[src/rtl/l2_stub_pkg.sv]
`timescale 1ns/1ps
package l2_stub_pkg;
  localparam int unsigned OFF_W = 12;

  typedef enum logic [2:0] {
    SEL_ID, SEL_CTYPE, SEL_CTRL, SEL_RW, SEL_MAINT, SEL_RSVD, SEL_NONE
  } sel_e;

  // full-width read/write register slots
  localparam int unsigned N_RW      = 5;
  localparam int unsigned RW_AUX    = 0;
  localparam int unsigned RW_TAG    = 1;
  localparam int unsigned RW_DATA   = 2;
  localparam int unsigned RW_FSTART = 3;
  localparam int unsigned RW_FEND   = 4;

  localparam logic [31:0] ID_WORD = 32'h4100_00C8;

  localparam logic [OFF_W-1:0] OFF_ID     = 12'h000;
  localparam logic [OFF_W-1:0] OFF_CTYPE  = 12'h004;
  localparam logic [OFF_W-1:0] OFF_CTRL   = 12'h100;
  localparam logic [OFF_W-1:0] OFF_AUX    = 12'h104;
  localparam logic [OFF_W-1:0] OFF_TAG    = 12'h108;
  localparam logic [OFF_W-1:0] OFF_DATA   = 12'h10C;
  localparam logic [OFF_W-1:0] OFF_FSTART = 12'hC00;
  localparam logic [OFF_W-1:0] OFF_FEND   = 12'hC04;
  localparam logic [OFF_W-1:0] MAINT_LO   = 12'h730;
  localparam logic [OFF_W-1:0] MAINT_END  = 12'h800; // exclusive
  localparam logic [OFF_W-1:0] OFF_RSVD0  = 12'hF40;
  localparam logic [OFF_W-1:0] OFF_RSVD1  = 12'hF60;
  localparam logic [OFF_W-1:0] OFF_RSVD2  = 12'hF80;
endpackage

[src/rtl/l2_stub_decode.sv]
`timescale 1ns/1ps
module l2_stub_decode
  import l2_stub_pkg::*;
#(
  parameter int unsigned NRW = N_RW
) (
  input  logic                    clk_i,
  input  logic                    rst_ni,
  input  logic                    access_i,
  input  logic                    write_i,
  input  logic [OFF_W-1:0]        off_i,
  output sel_e                    sel_o,
  output logic [$clog2(NRW)-1:0]  rw_idx_o,
  output logic                    ctrl_we_o,
  output logic [NRW-1:0]          rw_we_o,
  output logic                    unmapped_o
);
  localparam int unsigned IW = $clog2(NRW);

  always_comb begin
    sel_o    = SEL_NONE;
    rw_idx_o = '0;
    // maintenance window takes priority over the exact-offset map
    if (off_i >= MAINT_LO && off_i < MAINT_END) begin
      sel_o = SEL_MAINT;
    end else begin
      unique case (off_i)
        OFF_ID:     sel_o = SEL_ID;
        OFF_CTYPE:  sel_o = SEL_CTYPE;
        OFF_CTRL:   sel_o = SEL_CTRL;
        OFF_AUX:    begin sel_o = SEL_RW; rw_idx_o = IW'(RW_AUX);    end
        OFF_TAG:    begin sel_o = SEL_RW; rw_idx_o = IW'(RW_TAG);    end
        OFF_DATA:   begin sel_o = SEL_RW; rw_idx_o = IW'(RW_DATA);   end
        OFF_FSTART: begin sel_o = SEL_RW; rw_idx_o = IW'(RW_FSTART); end
        OFF_FEND:   begin sel_o = SEL_RW; rw_idx_o = IW'(RW_FEND);   end
        OFF_RSVD0, OFF_RSVD1, OFF_RSVD2: sel_o = SEL_RSVD;
        default:    sel_o = SEL_NONE;
      endcase
    end
  end

  assign ctrl_we_o  = write_i && (sel_o == SEL_CTRL);
  assign unmapped_o = access_i && (sel_o == SEL_NONE);

  for (genvar g = 0; g < NRW; g++) begin : g_we
    assign rw_we_o[g] = write_i && (sel_o == SEL_RW) && (rw_idx_o == IW'(g));
  end

  a_r10_unmapped_no_write: assert property (@(posedge clk_i) disable iff (!rst_ni)
    unmapped_o |-> (!ctrl_we_o && rw_we_o == '0));

  a_r5_single_target: assert property (@(posedge clk_i) disable iff (!rst_ni)
    $onehot0({ctrl_we_o, rw_we_o}));
endmodule

[src/rtl/l2_stub_regfile.sv]
`timescale 1ns/1ps
module l2_stub_regfile
  import l2_stub_pkg::*;
#(
  parameter int unsigned DW      = 32,
  parameter int unsigned NRW     = N_RW,
  parameter logic [DW-1:0] AUX_RST = 32'h0202_0000
) (
  input  logic                    clk_i,
  input  logic                    rst_ni,
  input  logic                    ctrl_we_i,
  input  logic [NRW-1:0]          rw_we_i,
  input  logic [DW-1:0]           wdata_i,
  output logic                    ctrl_o,
  output logic [NRW-1:0][DW-1:0]  rw_o
);
  always_ff @(posedge clk_i or negedge rst_ni) begin
    if (!rst_ni)        ctrl_o <= 1'b0;
    else if (ctrl_we_i) ctrl_o <= wdata_i[0];
  end

  for (genvar g = 0; g < NRW; g++) begin : g_rw
    localparam logic [DW-1:0] RST_VAL = (g == RW_AUX) ? AUX_RST : '0;
    always_ff @(posedge clk_i or negedge rst_ni) begin
      if (!rst_ni)         rw_o[g] <= RST_VAL;
      else if (rw_we_i[g]) rw_o[g] <= wdata_i;
    end

    a_r5_rw_store: assert property (@(posedge clk_i) disable iff (!rst_ni)
      rw_we_i[g] |=> (rw_o[g] == $past(wdata_i)));
  end

  a_r4_ctrl_store: assert property (@(posedge clk_i) disable iff (!rst_ni)
    ctrl_we_i |=> (ctrl_o == $past(wdata_i[0])));

  a_r8_hold_when_idle: assert property (@(posedge clk_i) disable iff (!rst_ni)
    (!ctrl_we_i && rw_we_i == '0) |=> ($stable(rw_o) && $stable(ctrl_o)));
endmodule

[src/rtl/l2_stub_ctype.sv]
`timescale 1ns/1ps
module l2_stub_ctype #(
  parameter int unsigned   DW   = 32,
  parameter logic [DW-1:0] BASE = 32'h1C10_0100
) (
  input  logic [3:0]    aux_fld_i,  // aux control bits [19:16]
  output logic [DW-1:0] ctype_o
);
  logic [2:0] way_f;
  logic       size_f;
  assign way_f  = aux_fld_i[3:1];
  assign size_f = aux_fld_i[0];

  // same field lands in both the data-side and instruction-side halves
  assign ctype_o = BASE
                 | (DW'(way_f)  << 20) | (DW'(size_f) << 18)
                 | (DW'(way_f)  << 8)  | (DW'(size_f) << 6);
endmodule

[src/rtl/l2_stub_regs.sv]
`timescale 1ns/1ps
module l2_stub_regs
  import l2_stub_pkg::*;
#(
  parameter int unsigned   AW         = 32,
  parameter int unsigned   DW         = 32,
  parameter logic [DW-1:0] CTYPE_BASE = 32'h1C10_0100,
  parameter logic [DW-1:0] AUX_RST    = 32'h0202_0000
) (
  input  logic          clk_i,
  input  logic          rst_ni,
  input  logic          psel_i,
  input  logic          penable_i,
  input  logic          pwrite_i,
  input  logic [AW-1:0] paddr_i,
  input  logic [DW-1:0] pwdata_i,
  output logic [DW-1:0] prdata_o,
  output logic          pready_o,
  output logic          pslverr_o,
  output logic          unmapped_o
);
  localparam int unsigned IW = $clog2(N_RW);

  logic                   access, wr;
  logic [OFF_W-1:0]       off;
  logic                   addr_hi_unused;
  sel_e                   sel;
  logic [IW-1:0]          rw_idx;
  logic                   ctrl_we;
  logic [N_RW-1:0]        rw_we;
  logic                   ctrl_q;
  logic [N_RW-1:0][DW-1:0] rw_q;
  logic [DW-1:0]          ctype;
  logic [DW-1:0]          rw_rd;

  assign access         = psel_i && penable_i;
  assign wr             = access && pwrite_i;
  assign off            = paddr_i[OFF_W-1:0];
  assign addr_hi_unused = ^paddr_i[AW-1:OFF_W];

  l2_stub_decode #(.NRW(N_RW)) u_decode (
    .clk_i      (clk_i),
    .rst_ni     (rst_ni),
    .access_i   (access),
    .write_i    (wr),
    .off_i      (off),
    .sel_o      (sel),
    .rw_idx_o   (rw_idx),
    .ctrl_we_o  (ctrl_we),
    .rw_we_o    (rw_we),
    .unmapped_o (unmapped_o)
  );

  l2_stub_regfile #(.DW(DW), .NRW(N_RW), .AUX_RST(AUX_RST)) u_regs (
    .clk_i     (clk_i),
    .rst_ni    (rst_ni),
    .ctrl_we_i (ctrl_we),
    .rw_we_i   (rw_we),
    .wdata_i   (pwdata_i),
    .ctrl_o    (ctrl_q),
    .rw_o      (rw_q)
  );

  l2_stub_ctype #(.DW(DW), .BASE(CTYPE_BASE)) u_ctype (
    .aux_fld_i (rw_q[RW_AUX][19:16]),
    .ctype_o   (ctype)
  );

  always_comb begin
    rw_rd = '0;
    for (int i = 0; i < N_RW; i++)
      if (rw_idx == IW'(i)) rw_rd = rw_q[i];
  end

  always_comb begin
    unique case (sel)
      SEL_ID:    prdata_o = DW'(ID_WORD);
      SEL_CTYPE: prdata_o = ctype;
      SEL_CTRL:  prdata_o = DW'(ctrl_q);
      SEL_RW:    prdata_o = rw_rd;
      default:   prdata_o = '0;  // maintenance done, reserved, unmapped
    endcase
  end

  assign pready_o  = 1'b1;
  assign pslverr_o = 1'b0;

  a_r2_id_fixed: assert property (@(posedge clk_i) disable iff (!rst_ni)
    (psel_i && off == OFF_ID) |-> (prdata_o == DW'(ID_WORD)));

  a_r4_enable_upper_zero: assert property (@(posedge clk_i) disable iff (!rst_ni)
    (psel_i && off == OFF_CTRL) |-> (prdata_o[DW-1:1] == '0));

  a_r7_maint_done: assert property (@(posedge clk_i) disable iff (!rst_ni)
    (psel_i && off >= MAINT_LO && off < MAINT_END) |-> (prdata_o == '0 && !unmapped_o));

  a_r10_unmapped_zero: assert property (@(posedge clk_i) disable iff (!rst_ni)
    unmapped_o |-> (prdata_o == '0 && access));
endmodule

[config.mk]
export PLATFORM = sky130hd
export DESIGN_NAME = l2_stub_regs
export DESIGN_NICKNAME = d
export VERILOG_FILES = /design/src/rtl/l2_stub_pkg.sv /design/src/rtl/l2_stub_decode.sv /design/src/rtl/l2_stub_regfile.sv /design/src/rtl/l2_stub_ctype.sv /design/src/rtl/l2_stub_regs.sv
export SDC_FILE = /design/constraint.sdc
export NUM_CORES = 1
export LEC_CHECK = 0
export ABC_AREA = 0
export BUFFER_PORTS_ARGS = -buffer_cell sky130_fd_sc_hd__buf_4
export CAP_MARGIN = 20
export CORE_MARGIN = 2
export CORE_UTILIZATION = 60
export DETAILED_ROUTE_END_ITERATION = 8
export GPL_TIMING_DRIVEN = 0
export PLACE_DENSITY_LB_ADDON = 0.12
export SYNTH_ARGS = -nofsm -noshare
export SYNTH_HDL_FRONTEND = slang
export SYNTH_SLANG_ARGS = --single-unit
[constraint.sdc]
create_clock -name clk_i -period 4.7 [get_ports clk_i]
set_input_delay 0.47 -clock clk_i [delete_from_list [all_inputs] [get_ports clk_i]]
set_output_delay 0.47 -clock clk_i [all_outputs]
set_load 0.02 [all_outputs]
Yosys cells after proc, flatten, opt, wreduce, memory -nomap -nowiden
Index checks and enable logic that the tools add are counted.
{"block": "word_totals", "romBits": 0, "elab_cells": 55, "ramBits": 0, "n_memories": 0, "latchBits": 0, "regBits": 161}
{"block": "op_classes", "reduce_logical": 16, "magnitude_cmp": 2, "bitwise_logic": 3, "n_eq_ne": 18, "n_shift": 0, "n_div": 0, "n_mul": 0, "n_mux": 10, "add_sub_neg": 0}
{"operator": "2-to-1 mux 32 bit", "count": 5}
{"operator": "case mux 32 bit (4 select lines)", "count": 1}
{"operator": "== test 12 bit (second input constant)", "count": 5}
{"operator": "== test 12 x 9 -> 1 bit (second input constant)", "count": 4}
{"operator": "OR 32 x 11 -> 32 bit", "count": 1}
{"operator": "OR 32 x 7 -> 32 bit", "count": 1}
{"operator": "OR 29 x 19 -> 29 bit", "count": 1}
{"operator": "case mux 3 bit (5 select lines)", "count": 1}
{"operator": "== test 12 x 3 -> 1 bit (second input constant)", "count": 1}
{"operator": "== test 3 x 2 -> 1 bit (second input constant)", "count": 4}
{"operator": "greater-or-equal comparator 12 x 11 -> 1 bit (second input constant)", "count": 1}
{"operator": "logical NOT 12 bit", "count": 1}
{"operator": "< comparator 12 bit (second input constant)", "count": 1}
{"operator": "case mux 3 bit (4 select lines)", "count": 1}
{"operator": "logical AND 1 bit", "count": 11}
{"operator": "== test 3 x 1 -> 1 bit (second input constant)", "count": 2}
{"operator": "== test 3 bit (second input constant)", "count": 2}
{"operator": "logical NOT 3 bit", "count": 2}
{"operator": "2-to-1 mux 3 bit", "count": 2}
{"operator": "OR reduction 5 bit", "count": 1}
{"operator": "OR reduction 3 bit", "count": 1}

Depth between registers and ports, before layout
{"block": "logic_depth", "word_depth": 10, "depth_mapped": 9, "mapped_depth_nobuf": 5}

Cells and area by module
Synthesis repeated with hierarchy kept, for this count alone.
{"block": "unflattened", "cells_unflattened": 691, "area_unflattened_um2": 9143.8}
{"module": "l2_stub_regfile", "area_each_um2": 6764.0, "cells_each": 342, "instances": 1, "seq_area_each_um2": 4031.4}
{"module": "l2_stub_regs", "area_each_um2": 1874.3, "cells_each": 277, "instances": 1, "seq_area_each_um2": 0.0}
{"module": "l2_stub_decode", "area_each_um2": 257.7, "cells_each": 38, "instances": 1, "seq_area_each_um2": 0.0}
{"module": "l2_stub_ctype", "area_each_um2": 247.7, "cells_each": 34, "instances": 1, "seq_area_each_um2": 0.0}

Worst setup path before layout
Ideal clock, no wire load.
{"block": "synth_timing", "path_type": "input -> output", "from": "input paddr_i[4]", "to": "output prdata_o[25]", "path_slack_ps": 1749, "arrival_time_ps": 2481, "path_buffers": 3, "stages": 8, "path_cell_list": "or3_1 clkbuf_1 nor2_1 and2_1 clkbuf_2 clkbuf_1 o21ai_0 a211oi_1"}
{"block": "synth_via", "elab_chain_len": 10}
{"element": "start: declaration", "line_no": "l2_stub_regs.sv:15", "text": "input logic [AW-1:0] paddr_i,"}
{"element": "greater-or-equal comparator 12 x 11 -> 1 bit, or another cell as far along", "line_no": "l2_stub_decode.sv:24", "text": "if (off_i >= MAINT_LO && off_i < MAINT_END) begin"}
{"element": "logical AND 1 bit / case mux 3 bit (4 select lines) (equally long branches)", "line_no": "l2_stub_decode.sv:24, l2_stub_decode.sv:27"}
{"element": "2-to-1 mux 3 bit", "line_no": "l2_stub_decode.sv:24"}
{"element": "logical NOT 3 bit", "line_no": "l2_stub_regs.sv:72", "text": "if (rw_idx == IW'(i)) rw_rd = rw_q[i];"}
{"element": "2-to-1 mux 32 bit (5 in series)", "line_no": "l2_stub_regs.sv:72"}
{"element": "case mux 32 bit (4 select lines) (*)", "line_no": "l2_stub_regs.sv:76", "text": "unique case (sel)"}
{"element": "end: declaration", "line_no": "l2_stub_regs.sv:17", "text": "output logic [DW-1:0] prdata_o,"}
Mark *: on every way between the ends. The rest lies on a longest branch, timed or not.

Worst setup path after layout
{"block": "layout_timing", "from": "input paddr_i[11]", "to": "output prdata_o[22]"}
The elaborated chain is that of the path after synthesis.

==> metrics <==
Syn-to-layout area delta=18.96%; fin worst setup slack=between 0.8 and 0.9 ns; CP startpoint kind=primary input; r2r worst-path depth=1; setup tns final=0 ns; Total GRT Usage=between 30 and 40%; Hold Violations, Final=0; Yosys top cell by area=dfrtp_1; Root Buffer=clkbuf_16; first-pass GRT wire length=about 34,000 um; Avg Cell Area, Syn=12.76 sq um; routed wl met2=slightly above 10,000 um; met1 WL=approximately 9000 um; Seq/Total Area, Yosys=about half; post-synth net total=just under 700; Routability Congestion=~0.90; Slew Viols, Final=0; Max IR drop VDD=0.0002950 V; Inserted Diodes=0; Placement Setup Slack=about 0.97 ns; TritonRoute pass-1 iters=5; Synth top area share=51.22%; period utilisation layout=between 80% and 90%; min Tclk post-route=slightly below 4 ns; ys flop type=dfrtp_1; Post-DP HPWL=roughly 14,000 um; Core Box Area=around 0.013 sq mm; num rows=41; Total Power=around 0.0030 W; Die W=117.8 um; nature of the critical path endpoint=output port; fin cells=about 890; Overflow after GRT=0; FF-to-FF Start=u_regs.rw_o[18]$_DFFE_PN0P_; main area contributors after synthesis=dfrtp_1 (51%), mux2_2 (19%), mux2_4 (5.8%); vias in the first global route=a little over 6k; via count=between 6k and 7k; Tightest Hold Check Type=in2async; Max-Cap Viols=0; met3 wire len=between 1500 and 2000 um; Gate Count Post-Synth=609; Inst Count DP=between 800 and 900; fraction of layout cells with a size suffix above 1=~42%; Slew HR=between 40 and 50%; I/O Buffers=slightly below 80; clock sink count=~160; CTS HTree Levels=4; mapped cell area=0.007769 sq mm; Async S/R FF share, synth=100.0%; reported leakage power=approximately 4.5 nW; synth cell count leaders=dfrtp_1 (159), mux2_2 (131), a221oi_1 (30), mux2_4 (30); Starting Density=61.56%; status=finished, final reports clean; NumNets Final=slightly below 800; DIE HEIGHT=117.8 um; Worst Path Class, Setup=in2out; CTS Buf Count=17; reg2reg end=u_regs.rw_o[18]$_DFFE_PN0P_; Total Wirelength=approximately 22,000 um; count leader, synth=dfrtp_1; post-CTS sizing=0; count of different cell masters after synthesis=56; DRT iter0 DRCs=704; worst hold slack=0.01071 ns; fmax=roughly 260 MHz; YS warnings=0; TritonCTS clock tree=built; Worst Path Arrival=between 3 and 4 ns; Fin Clk Skew=0 ns; Worst-path clk slew=~0.06 ns; initial antenna violation count=0; Routed WL per cell=24.17 um; die area=between 0.01 and 0.015 sq mm; Setup Buffers After CTS=0; clk buf depth=2; largest net degree at the start of global routing=just over 100; io pins=around 100; # hold bufs at CTS=0; Post-synth EDFFs=0; Seq cells post-synth=between 150 and 200; Required @ worst endpoint=between 4 and 5 ns; RSZ-0062 raised after global routing=false; drt drc=0; crit path max fanout=10; clock latency on the worst-skew pair=around 0.44 ns; Detail Route Antenna Nets=0; final setup fails=0; actual slew at the worst max-slew pin=approximately 0.84 ns; Critical Path End=prdata_o[22]; Vias/cell=a little under 7; Crit. Startpoint=paddr_i[11]; max layer used=met4; Cell Pwr Density=around 320 mW/mm^2; Reg2Reg Setup Slack=~3.9 ns
==> critical path: stages <==
cell and delay, ns:
buf_4 0.15, nor3b_4 0.47, nand3_1 0.15, clkbuf_1 0.36, a21oi_1 0.59, clkbuf_1 0.56, a221oi_1 0.11, o21ai_0 0.32
buf_4 0.21
==> final cells by class <==
type	instances	area (sq um)
clock buffer	17	425.4
clock inverter	14	190.2
fill	904	3378
tap	172	215.2
sequential	161	4031
inverter	4	15.01
timing repair buffer	82	641.9
buffer	51	267.8
multi-input combinational	393	3455
==> metrics by stage <==
step	utilization [%]	cell area, sq um
2_1_floorplan	-	7769
3_5_place_dp	68.29	8618
5_1_grt	73.23	9241
6_report	73.23	9241
4_1_cts	73.17	9234
3_3_place_gp	67.97	8577
==> worst min-delay path by stage <==
stage | to | slack [ns] | depth (start not counted)
floorplan | u_regs.ctrl_o$_DFFE_PN0P_ | 0.17 | 0
global route | u_regs.rw_o[102]$_DFFE_PN0P_ | 0.06 | 1
global placement | u_regs.rw_o[57]$_DFFE_PN0P_ | 0.47 | 1
CTS | u_regs.rw_o[134]$_DFFE_PN0P_ | 0.03 | 1
finish | u_regs.rw_o[102]$_DFFE_PN0P_ | 0.01 | 1
detailed placement | u_regs.rw_o[57]$_DFFE_PN0P_ | 0.48 | 1
==> metal layers <==
| layer | vias to the layer above | global-route usage, % |
|---|---|---|
| met5 | - | 0 |
| met4 | 0 | 13.40 |
| met3 | 54 | 7.171 |
| met2 | 316 | 49.82 |
| met1 | 3104 | 43.98 |
| li1 | 2535 | - |
==> power by group <==
part / switching, W / internal, W
sequential: 0.00000123 / 0.00139
combinational: 0.0000790 / 0.0000450
clock: 0.000581 / 0.000884
==> layout by cell type (no fill, tap or decap), types with 2 or more instances in the layout <==
cell,netlist,final
a211oi_1,17,17
bufinv_16,0,4
clkinvlp_4,0,5
buf_2,8,8
o32ai_1,2,2
dfstp_2,2,2
a21oi_1,28,28
nor4_2,2,2
clkbuf_1,28,28
a221oi_1,30,30
nor3_1,6,6
buf_4,9,88
a22oi_1,4,4
dfrtp_1,159,159
nand4_1,2,2
clkbuf_2,2,2
o31ai_1,9,9
o21ai_0,20,20
o22ai_1,24,24
conb_1,2,2
mux2_2,131,131
clkinv_2,0,3
or3_1,5,5
clkbuf_16,0,17
nor2_1,8,8
mux2_1,2,2
o221ai_1,7,7
nor4bb_1,2,2
buf_6,4,5
mux2_4,30,30
inv_1,4,4
nand2_1,12,12
nand3_1,22,22
and2_1,2,2
==> flip-flops by register name, indices dropped and copies added (netlist names) <==
register / cells
u_regs.ctrl_o: 1
u_regs.rw_o: 160
==> cell families after synthesis <==
logic type             Yosys count  share of synthesized area, %
and+or+nand+nor                 74                         5.557
DFF                            161                         51.89
AOI/OAI and AO/OA              153                         13.61
other                            2                       0.09667
muxes                          164                         25.21
buffers and inverters           55                         3.640
No activity file was read; power rests on OpenSTA's default activity.
